`src/rtl/wbs_pkg.sv`:
```
package wbs_pkg;

  typedef enum logic [1:0] {
    BLM_FULL  = 2'b00,
    BLM_OTF   = 2'b01,
    BLM_CHOP  = 2'b10,
    BLM_RSVD  = 2'b11
  } bl_mode_e;

  localparam int unsigned DATA_CLK_FULL = 4;
  localparam int unsigned DATA_CLK_CHOP = 2;

  function automatic logic pick_chop(input logic [1:0] mode, input logic a12);
    logic chop;
    case (bl_mode_e'(mode))
      BLM_OTF:  chop = ~a12;
      BLM_CHOP: chop = 1'b1;
      default:  chop = 1'b0;
    endcase
    return chop;
  endfunction

endpackage

```
`src/rtl/wbs_fifo.sv`:
```
module wbs_fifo #(
  parameter int unsigned W     = 10,
  parameter int unsigned DEPTH = 4
) (
  input  logic         clk,
  input  logic         rst_n,
  input  logic         push,
  input  logic [W-1:0] din,
  input  logic         pop,
  output logic [W-1:0] dout,
  output logic         vld,
  output logic         full
);
  localparam int unsigned PTR_W = (DEPTH > 1) ? $clog2(DEPTH) : 1;
  localparam int unsigned CNT_W = $clog2(DEPTH + 1);

  logic [W-1:0]     mem [DEPTH];
  logic [PTR_W-1:0] rptr_q, rptr_d, wptr_q, wptr_d;
  logic [CNT_W-1:0] cnt_q, cnt_d;
  logic             do_push, do_pop;

  assign vld     = (cnt_q != '0);
  assign full    = (cnt_q == CNT_W'(DEPTH));
  assign do_pop  = pop & vld;
  assign do_push = push & ~full;
  assign dout    = mem[rptr_q];

  function automatic logic [PTR_W-1:0] bump(input logic [PTR_W-1:0] p);
    return (p == PTR_W'(DEPTH - 1)) ? '0 : p + 1'b1;
  endfunction

  always_comb begin
    rptr_d = do_pop  ? bump(rptr_q) : rptr_q;
    wptr_d = do_push ? bump(wptr_q) : wptr_q;
    cnt_d  = cnt_q;
    if (do_push && !do_pop) cnt_d = cnt_q + 1'b1;
    else if (!do_push && do_pop) cnt_d = cnt_q - 1'b1;
  end

  always_ff @(posedge clk or negedge rst_n) begin
    if (!rst_n) begin
      rptr_q <= '0;
      wptr_q <= '0;
      cnt_q  <= '0;
    end else begin
      rptr_q <= rptr_d;
      wptr_q <= wptr_d;
      cnt_q  <= cnt_d;
    end
  end

  always_ff @(posedge clk) begin
    if (do_push) mem[wptr_q] <= din;
  end

endmodule

```
`src/rtl/wbs_timer.sv`:
```
module wbs_timer #(
  parameter int unsigned CNT = 12
) (
  input  logic clk,
  input  logic rst_n,
  input  logic load,
  output logic done
);
  localparam int unsigned CW = $clog2(CNT + 1);

  logic [CW-1:0] cnt_q, cnt_d;

  always_comb begin
    if (load)              cnt_d = CW'(CNT);
    else if (cnt_q != '0)  cnt_d = cnt_q - 1'b1;
    else                   cnt_d = cnt_q;
  end

  always_ff @(posedge clk or negedge rst_n) begin
    if (!rst_n) cnt_q <= '0;
    else        cnt_q <= cnt_d;
  end

  assign done = (cnt_q == CW'(1));

endmodule

```
`src/rtl/wbs_spacing.sv`:
```
module wbs_spacing #(
  parameter int unsigned TCCD = 7
) (
  input  logic clk,
  input  logic rst_n,
  input  logic cmd_valid,
  output logic viol
);
  localparam int unsigned GW = $clog2(TCCD + 1);

  logic [GW-1:0] gap_q, gap_d;
  logic          viol_q, viol_d;

  always_comb begin
    viol_d = cmd_valid && (gap_q < GW'(TCCD));
    if (cmd_valid)               gap_d = GW'(1);
    else if (gap_q < GW'(TCCD))  gap_d = gap_q + 1'b1;
    else                         gap_d = gap_q;
  end

  always_ff @(posedge clk or negedge rst_n) begin
    if (!rst_n) begin
      gap_q  <= GW'(TCCD);
      viol_q <= 1'b0;
    end else begin
      gap_q  <= gap_d;
      viol_q <= viol_d;
    end
  end

  assign viol = viol_q;

endmodule

```
`src/rtl/wr_burst_sched.sv`:
```
module wr_burst_sched #(
  parameter int unsigned LAT_W   = 5,
  parameter int unsigned CRC_CLK = 1,
  parameter int unsigned QDEPTH  = 4,
  parameter int unsigned TCCD    = 7,
  parameter int unsigned T_WR    = 12,
  parameter int unsigned T_WTR   = 4
) (
  input  logic                                   clk,
  input  logic                                   rst_n,
  input  logic                                   cmd_valid,
  input  logic                                   cmd_a12,
  input  logic [1:0]                             cfg_bl_mode,
  input  logic                                   cfg_crc_en,
  input  logic [LAT_W-1:0]                       cfg_al,
  input  logic [LAT_W-1:0]                       cfg_cwl,
  output logic                                   dqs_pre,
  output logic                                   dqs_post,
  output logic [1:0]                             beat_dv,
  output logic [1:0]                             beat_crc,
  output logic [$clog2(2*(4+CRC_CLK))-1:0]       beat_idx,
  output logic                                   ccd_viol,
  output logic                                   wr_done,
  output logic                                   wtr_done
);
  import wbs_pkg::*;

  localparam int unsigned TS_W  = LAT_W + 3;
  localparam int unsigned SLOT  = DATA_CLK_FULL + CRC_CLK;
  localparam int unsigned IDX_W = $clog2(2 * SLOT);
  localparam int unsigned ENT_W = TS_W + 2;

  // time base
  logic [TS_W-1:0] now_q, now_d;

  // queue
  logic [ENT_W-1:0] push_ent, head_ent;
  logic             head_vld, q_full, pop;

  // head decode
  logic [TS_W-1:0] head_start, diff, data_clks, last_clk;
  logic            head_chop, head_crc, live, in_data, in_crc, end_beat;

  // postamble
  logic post_q, post_d;

  assign now_d    = now_q + 1'b1;
  assign push_ent = {cfg_crc_en, pick_chop(cfg_bl_mode, cmd_a12),
                     now_q + TS_W'(cfg_al) + TS_W'(cfg_cwl)};

  wbs_fifo #(.W(ENT_W), .DEPTH(QDEPTH)) u_q (
    .clk  (clk),
    .rst_n(rst_n),
    .push (cmd_valid),
    .din  (push_ent),
    .pop  (pop),
    .dout (head_ent),
    .vld  (head_vld),
    .full (q_full)
  );

  assign {head_crc, head_chop, head_start} = head_ent;

  always_comb begin
    diff      = now_q - head_start;
    data_clks = head_chop ? TS_W'(DATA_CLK_CHOP) : TS_W'(DATA_CLK_FULL);
    last_clk  = data_clks + (head_crc ? TS_W'(CRC_CLK) : '0) - 1'b1;
    live      = head_vld && (diff < TS_W'(SLOT));
    in_data   = live && (diff < data_clks);
    in_crc    = live && head_crc && (diff >= data_clks)
                && (diff < data_clks + TS_W'(CRC_CLK));
    end_beat  = live && (diff == last_clk);
    pop       = head_vld && !diff[TS_W-1] && (diff >= TS_W'(SLOT - 1));
    post_d    = end_beat;
  end

  always_ff @(posedge clk or negedge rst_n) begin
    if (!rst_n) begin
      now_q  <= '0;
      post_q <= 1'b0;
    end else begin
      now_q  <= now_d;
      post_q <= post_d;
    end
  end

  assign dqs_pre  = head_vld && (diff == '1);
  assign dqs_post = post_q;
  assign beat_dv  = in_data ? 2'b11 : 2'b00;
  assign beat_crc = in_crc  ? 2'b11 : 2'b00;
  assign beat_idx = live ? {diff[IDX_W-2:0], 1'b0} : '0;

  wbs_spacing #(.TCCD(TCCD)) u_spc (
    .clk      (clk),
    .rst_n    (rst_n),
    .cmd_valid(cmd_valid),
    .viol     (ccd_viol)
  );

  localparam int unsigned NTMR = 2;
  logic [NTMR-1:0] tmr_done;

  for (genvar g = 0; g < NTMR; g++) begin : g_tmr
    wbs_timer #(.CNT(g == 0 ? T_WR : T_WTR)) u_tmr (
      .clk  (clk),
      .rst_n(rst_n),
      .load (end_beat),
      .done (tmr_done[g])
    );
  end

  assign wr_done  = tmr_done[0];
  assign wtr_done = tmr_done[1];

endmodule

```
`config.mk`:
```
export PLATFORM = sky130hd
export DESIGN_NAME = wr_burst_sched
export DESIGN_NICKNAME = d
export VERILOG_FILES = /design/src/rtl/wbs_pkg.sv /design/src/rtl/wbs_fifo.sv /design/src/rtl/wbs_timer.sv /design/src/rtl/wbs_spacing.sv /design/src/rtl/wr_burst_sched.sv
export SDC_FILE = /design/constraint.sdc
export NUM_CORES = 1
export LEC_CHECK = 0
export BUFFER_PORTS_ARGS = -buffer_cell sky130_fd_sc_hd__buf_2
export CAP_MARGIN = 15
export CELL_PAD_IN_SITES_DETAIL_PLACEMENT = 1
export CELL_PAD_IN_SITES_GLOBAL_PLACEMENT = 1
export CORE_MARGIN = 10
export CORE_UTILIZATION = 45
export DETAILED_ROUTE_END_ITERATION = 10
export HOLD_SLACK_MARGIN = 0.1
export PLACE_DENSITY = 0.83
export SYNTH_ARGS = -nofsm -noshare
export SYNTH_HDL_FRONTEND = slang
export SYNTH_SLANG_ARGS = --single-unit
```
`constraint.sdc`:
```
create_clock -name clk -period 3.8 [get_ports clk]
set_input_delay 0.38 -clock clk [delete_from_list [all_inputs] [get_ports clk]]
set_output_delay 0.38 -clock clk [all_outputs]
set_load 0.02 [all_outputs]
```
Word level (Yosys, flattened, before mapping)
Memories as Yosys holds them, arrays and structs flattened.
Cells that the tools add are included.
{ "word_totals": {"regBits": 27, "mem_bits_rw": 40, "in_bits": 17, "out_inout_bits": 13, "wordCells": 83, "memories": 1} }
{ "mem_list": {"columns": ["memory", "depth", "word_bits", "read_ports", "rd_clocked_by_memory_dff", "write_ports", "line", "source"], "rows": [
  ["u_q.mem", 4, 10, 1, 0, 1, "wbs_fifo.sv:17", "logic [W-1:0] mem [DEPTH];"]
]} }
{ "op_classes": {"add_sub_neg": 14, "order_cmp": 6, "eq_ne": 9, "n_mux": 18, "n_bitwise": 4, "n_reduce_logical": 22} }
{ "op_table": {"columns": ["op", "count"], "rows": [
  ["two-way mux 3 bit", 7],
  ["adder 8 x 5 -> 8 bit", 2],
  ["logical AND 1 bit", 12],
  ["two-way mux 4 bit", 3],
  ["adder 8 x 1 -> 8 bit (second input constant)", 1],
  ["== test 8 bit", 1],
  ["== test 8 bit (second input constant)", 1],
  [">= comparator 8 x 3 -> 1 bit", 1],
  [">= comparator 8 x 3 -> 1 bit (second input constant)", 1],
  ["< comparator 8 x 3 -> 1 bit", 1],
  ["< comparator 8 x 3 -> 1 bit (second input constant)", 1],
  ["< comparator 8 x 4 -> 1 bit", 1],
  ["two-way mux 2 bit", 4],
  ["nonzero test 2 bit", 4],
  ["subtractor 8 bit", 1],
  ["adder 3 x 1 -> 3 bit (second input constant)", 2],
  ["== test 2 bit (second input constant)", 3],
  ["nonzero test 3 bit", 2],
  ["subtractor 3 x 1 -> 3 bit (second input constant)", 2],
  ["subtractor 4 x 1 -> 5 bit (second input constant)", 1],
  ["adder 2 x 1 -> 2 bit (second input constant)", 2],
  ["adder 3 x 1 -> 4 bit", 1],
  ["adder 3 x 1 -> 4 bit (second input constant)", 1],
  ["== test 4 x 1 -> 1 bit (second input constant)", 1],
  ["11 further kinds", 17]
]} }

Logic depth before layout (Yosys ltp)
An unclocked memory read counts as a cell.
{ "depth": {"ltp_word": 9, "depth_mapped": 16, "ltp_nobuf": 15} }

By module
A second synthesis with hierarchy kept.
{ "hier_totals": {"cells_unflattened": 306, "hier_area_um2": 3966.3} }
{ "by_module_without_submodules": {"columns": ["module", "instances", "cells_per_inst", "area_each_um2", "seq_area_each_um2"], "rows": [
  ["wbs_fifo", 1, 89, 1929.4, 1376.3],
  ["wr_burst_sched", 1, 161, 1417.6, 225.2],
  ["wbs_timer at g_tmr[0].u_tmr", 1, 24, 259.0, 100.1],
  ["wbs_timer at g_tmr[1].u_tmr", 1, 18, 197.7, 75.1],
  ["wbs_spacing", 1, 14, 162.7, 103.8]
]} }

Worst setup path before layout
No wires, ideal clock.
{ "synth_path": {"path_kind": "reg2reg", "startpoint": "register u_q.rptr_q[0]", "endpoint": "register u_q.cnt_q[1]", "setup_time_ns": 0.125, "arrival_time_ns": 3.883, "required_ns": 3.675, "slack_ns": -0.208, "stages_incl_launch_ff": 15, "path_buffers": 1, "synth_period_minus_slack_ns": 4.008, "cell_sequence": "dfrtp_1 -> buf_1 -> mux4_2 -> ha_1 -> inv_1 -> fa_1 -> a211oi_1 -> or4b_1 -> and3_4 -> o311ai_2 -> o211ai_2 -> ha_1 -> inv_1 -> fa_1 -> mux2_2"} }
{ "synth_via": {"elab_chain_cells": 9, "elab_cells_between_ends": 12, "classes_between": "1 x add/sub; 1 x order compare; 1 x mux; 1 x bitwise; 7 x reduce/logical; 1 x memory"} }
{ "synth_lines": {"columns": ["element", "line", "source"], "rows": [
  ["start, declared", "wbs_fifo.sv:18", "logic [PTR_W-1:0] rptr_q, rptr_d, wptr_q, wptr_d;"],
  ["start signal, assigned", "wbs_fifo.sv:46", "rptr_q <= rptr_d;"],
  ["memory (4 x 10 bit) (*)", null, null],
  ["subtractor 8 bit (*)", "wr_burst_sched.sv:65", "diff = now_q - head_start;"],
  ["branches (longest 2 deep; another with >= comparator 8 x 3 -> 1 bit)", null, null],
  ["logical AND 1 bit (*)", "wr_burst_sched.sv:73", "pop = head_vld && !diff[TS_W-1] && (diff >= TS_W'(SLOT - 1));"],
  ["AND 1 bit (*)", "wbs_fifo.sv:24", "assign do_pop = pop & vld;"],
  ["logical NOT 1 bit (*)", "wbs_fifo.sv:36", "if (do_push && !do_pop) cnt_d = cnt_q + 1'b1;"],
  ["logical AND 1 bit (*)", "wbs_fifo.sv:36", null],
  ["two-way mux 3 bit (*)", "wbs_fifo.sv:36", null],
  ["via u_q.cnt_d[1]", "wbs_fifo.sv:19", "logic [CNT_W-1:0] cnt_q, cnt_d;"],
  ["end signal, assigned", "wbs_fifo.sv:48", "cnt_q <= cnt_d;"],
  ["end, declared", "wbs_fifo.sv:19", null]
]} }
Mark *: on every way through the listed nets, which the timed path passes.
A chain may end at the register's enable or synchronous reset.

Worst setup path in the final report
{ "layout_path": {"startpoint": "register u_q.rptr_q[0]", "endpoint": "output beat_crc[1]"} }
{ "layout_via": {"elab_chain_cells": 8, "elab_cells_between_ends": 12, "classes_between": "2 x add/sub; 3 x order compare; 2 x mux; 4 x reduce/logical; 1 x memory"} }
{ "layout_lines": {"columns": ["element", "line", "source"], "rows": [
  ["memory (4 x 10 bit) (*)", null, null],
  ["subtractor 8 bit", "wr_burst_sched.sv:65", null],
  ["< comparator 8 x 3 -> 1 bit", "wr_burst_sched.sv:68", "live = head_vld && (diff < TS_W'(SLOT));"],
  ["logical AND 1 bit", "wr_burst_sched.sv:68", null],
  ["logical AND 1 bit (2 in a row)", "wr_burst_sched.sv:70", "in_crc = live && head_crc && (diff >= data_clks)"],
  ["logical AND 1 bit (*)", "wr_burst_sched.sv:71", "&& (diff < data_clks + TS_W'(CRC_CLK));"],
  ["two-way mux 2 bit (*)", "wr_burst_sched.sv:90", "assign beat_crc = in_crc ? 2'b11 : 2'b00;"],
  ["end, declared", "wr_burst_sched.sv:20", "output logic [1:0] beat_crc,"]
]} }
Mark *: on every way between the ends. The rest lies on a longest branch, timed or not.

==> impl_metrics.yaml <==
sta:
  hold_viol_final: 0
  setup_ws_ns: -0.02865
  timing.setup.tns_ns: -0.06124
  rsz0062_at_grt: "true"
  tightest_slew_ns: 0.6828
  finalCriticalPeriod_ns: 3.829
  whs_ns: 0.1990
  slew_violations: 0
  skew_ns: 0.01126
  fmax_ghz: 0.2612
  maxSlewHeadroom: 0.5448
  period_share: 1.008
  final-setup-viol-count: 3
placed_design:
  dpl.hpwl_um: 6176
  gp_congestion: 0.7772
  dp.cells: 443
  dpl_worst_slack_ns: 0.05489
  io_buffers: 28
hold_path:
  hold_class: "input port to flip-flop"
worst_setup_path:
  crit_type: "flip-flop to output pin"
  worstPathRequired_ns: 3.42
  path_max_fanout: 9
  cp-end-kind: "output pin"
  cp_slowest_cell: "mux4_2"
  critPathMaxStageDelay_ns: 0.54
  crit_path_frequent_cell: "a2111oi_4"
  path_cells: "buf_12 > mux4_2 > inv_1 > ha_2 > xnor2_2 > a2111oi_4 > o311ai_4 > nand4b_4 > a2111oi_4 > buf_4"
  startpoint_type: "flip-flop"
  arrival_ns: 3.45
final_layout:
  num_antenna_cells: 0
  final_cells: 472
  regArea_um2: 1883
  multi_input_area_um2: 1968
  nNetsFinal: 421
  layout-drive-gt1-share: 0.2888
  fillers: 845
  synthToLayoutAreaGrowth_pct: 20.44
grt:
  grt-ovfl-total: 0
  grt_max_degree: 28
  grt_first_pass_wirelength_um: 13950
  antenna_found_initial: 0
  grt_pass1_vias: 2742
  track_usage: 0.1367
floorplan:
  fp.dieH_um: 112.9
  die-area_um2: 12760
  initial_utilization: 0.4684
  core_area_um2: 8299
  rows: 33
  boundaryPins: 30
  die_w_um: 112.9
yosys:
  async_reset_ff_frac: 0.4030
  syn_avg_cell_area_um2: 12.46
  synth.area.top_cells: "edfxtp_1 31%, dfrtp_1 15%, ha_1 11%, mux4_2 5.8%, fa_1 4.1%"
  ys_top_cells_by_count: "40 x edfxtp_1, 38 x inv_1, 34 x ha_1"
  synth_edf_count: 40
  synth_most_common_cell: "edfxtp_1"
  synth-seq-cells: 67
  synth_nets: 371
  synthFlopType: "edfxtp_1"
  yosysTopAreaCellShare: 0.3090
  synthesis.area_um2: 3887
  netlist_instances: 312
  yosysSeqAreaShare: 0.4837
  synth_area_leader_cell: "edfxtp_1"
  ys_types: 52
  yosysWarnings: 0
job:
  drv_cap: 0
clock_tree:
  cts.clk_slew.worst_paths_ns: 0.07
  cts_buffers: 9
  root_buffer: "clkbuf_8"
  clock_latency_ns: 0.34
  ctsHtreeMaxLevel: 3
  clock-sinks: 67
  cts.path.max_buffers: 2
  cts_tree: "done"
run_status:
  failed_checks: "negative setup slack"
  outcome: "complete, but fails checks"
power_and_ir_drop:
  totalPowerFinal_mw: 4.172
  power.leakage_nw: 1.950
  powerDensity_nw_per_um2: 891.2
  irDropWorstVdd_mv: 0.3430
route:
  drt_pass1_iterations: 4
  vias: 2569
  first_iter_violations: 104
  drc: 0
  wire_per_inst_um: 19.65
  routed_wl_um: 9276
  viasPerCell: 5.443
  antenna_left: 0
==> stage by stage <==
step	util	area [um2]
2_1_floorplan	-	3889
3_3_place_gp	0.5025	4170
3_5_place_dp	0.5025	4170
4_1_cts	0.5348	4438
5_1_grt	0.5641	4682
6_report	0.5641	4682
==> registers in the layout, summed over array words and instances (netlist names) <==
| name | count |
|---|---|
| dqs_post | 1 |
| g_tmr.u_tmr.cnt_q | 7 |
| now_q | 8 |
| u_q.cnt_q | 3 |
| u_q.mem | 40 |
| u_q.rptr_q | 2 |
| u_q.wptr_q | 2 |
| u_spc.gap_q | 3 |
| u_spc.viol | 1 |
==> area by class of cell <==
class / count / share of cell area
clock buffers: 12 / 0.03554
repair buffers: 49 / 0.07322
multi-input cells: 197 / 0.4204
flip-flops and latches: 67 / 0.4022
clock inverters: 4 / 0.009621
well taps: 105 / 0.02806
inverters: 38 / 0.03100
==> report_power, final <==
part | total (mW) | leakage (nW) | internal [mW] | switching [mW]
sequential | 1.11 | 0.681 | 0.988 | 0.121
combinational | 2.43 | 1.16 | 1.14 | 1.30
clock | 0.629 | 0.109 | 0.358 | 0.271
==> worst paths after layout <==
path,from,to,slack (ns),cells past startpoint
worst max-delay path,u_q.rptr_q[0]$_DFFE_PN0P_,beat_crc[1],-0.03,10
worst min-delay path,cmd_valid,u_spc.gap_q[1]$_DFFE_PN1P_,0.20,2
worst max register to register,u_q.rptr_q[0]$_DFFE_PN0P_,u_q.cnt_q[2]$_DFFE_PN0P_,0,15
worst min register to register,u_spc.gap_q[0]$_DFFE_PN1P_,u_spc.gap_q[0]$_DFFE_PN1P_,0.51,1
max in group asynchronous,rst_n,u_q.rptr_q[0]$_DFFE_PN0P_,2.69,2
min in group asynchronous,rst_n,now_q[3]$_DFF_PN0_,0.61,2
==> what timing repair did <==
| action | 4_1_cts | 5_1_grt |
|---|---|---|
| hold endpoints to repair | 24 | 0 |
| gates resized for setup | 7 | 37 |
| setup endpoints to repair | 4 | 8 |
| setup buffers | 3 | 9 |
| pin swaps | 2 | 12 |
| hold buffers | 1 | 0 |
==> layout by cell type, fill, tap and decap left out, drive strengths merged, types with 2 or more instances in the layout <==
| cell type | n |
|---|---|
| dfrtp | 24 |
| a2111oi | 2 |
| nor2b | 5 |
| or4b | 2 |
| and2 | 4 |
| nor3b | 4 |
| a211oi | 2 |
| a21o | 3 |
| a31oi | 2 |
| xor2 | 9 |
| nor3 | 5 |
| and4 | 2 |
| mux4 | 10 |
| buf | 48 |
| fa | 8 |
| xnor2 | 17 |
| nand2b | 2 |
| mux2i | 2 |
| ha | 34 |
| dfstp | 3 |
| a21oi | 11 |
| or3 | 2 |
| o21ai | 11 |
| and3 | 2 |
| mux2 | 3 |
| nor2 | 24 |
| nand2 | 11 |
| nand3 | 5 |
| o211ai | 3 |
| clkbuf | 12 |
| edfxtp | 40 |
| clkinv | 2 |
| inv | 39 |
==> per-layer routing <==
layer	wire [um]	global-route usage	up-vias	share of wire
li1	-	-	1196	-
met1	3988	0.1644	1318	0.43
met2	4847	0.2312	40	0.52
met3	243	0.03275	15	0.026
met4	197	0.05245	0	0.021
met5	0	0	-	0
==> worst max-delay path, delay by kind of cell, from the launching register on <==
kind	cells	cell delay (ns)
compound gates	3	0.93
xor+xnor	1	0.19
fa+ha+maj	1	0.35
buf+inv	3	0.44
flops	1	0.40
mux	1	0.54
simple gates	1	0.26
==> logic make-up after synthesis <==
group,Yosys count,share of synthesized area
and+or+nand+nor,74,0.1069
other,1,0.0009646
AOI/OAI and AO/OA,39,0.07306
muxes,15,0.07177
xor gates and xnor gates,26,0.06051
buffers and inverters,48,0.05246
adders and majority gates,42,0.1506
DFF,67,0.4837
Power figures use the tool's default switching activity.
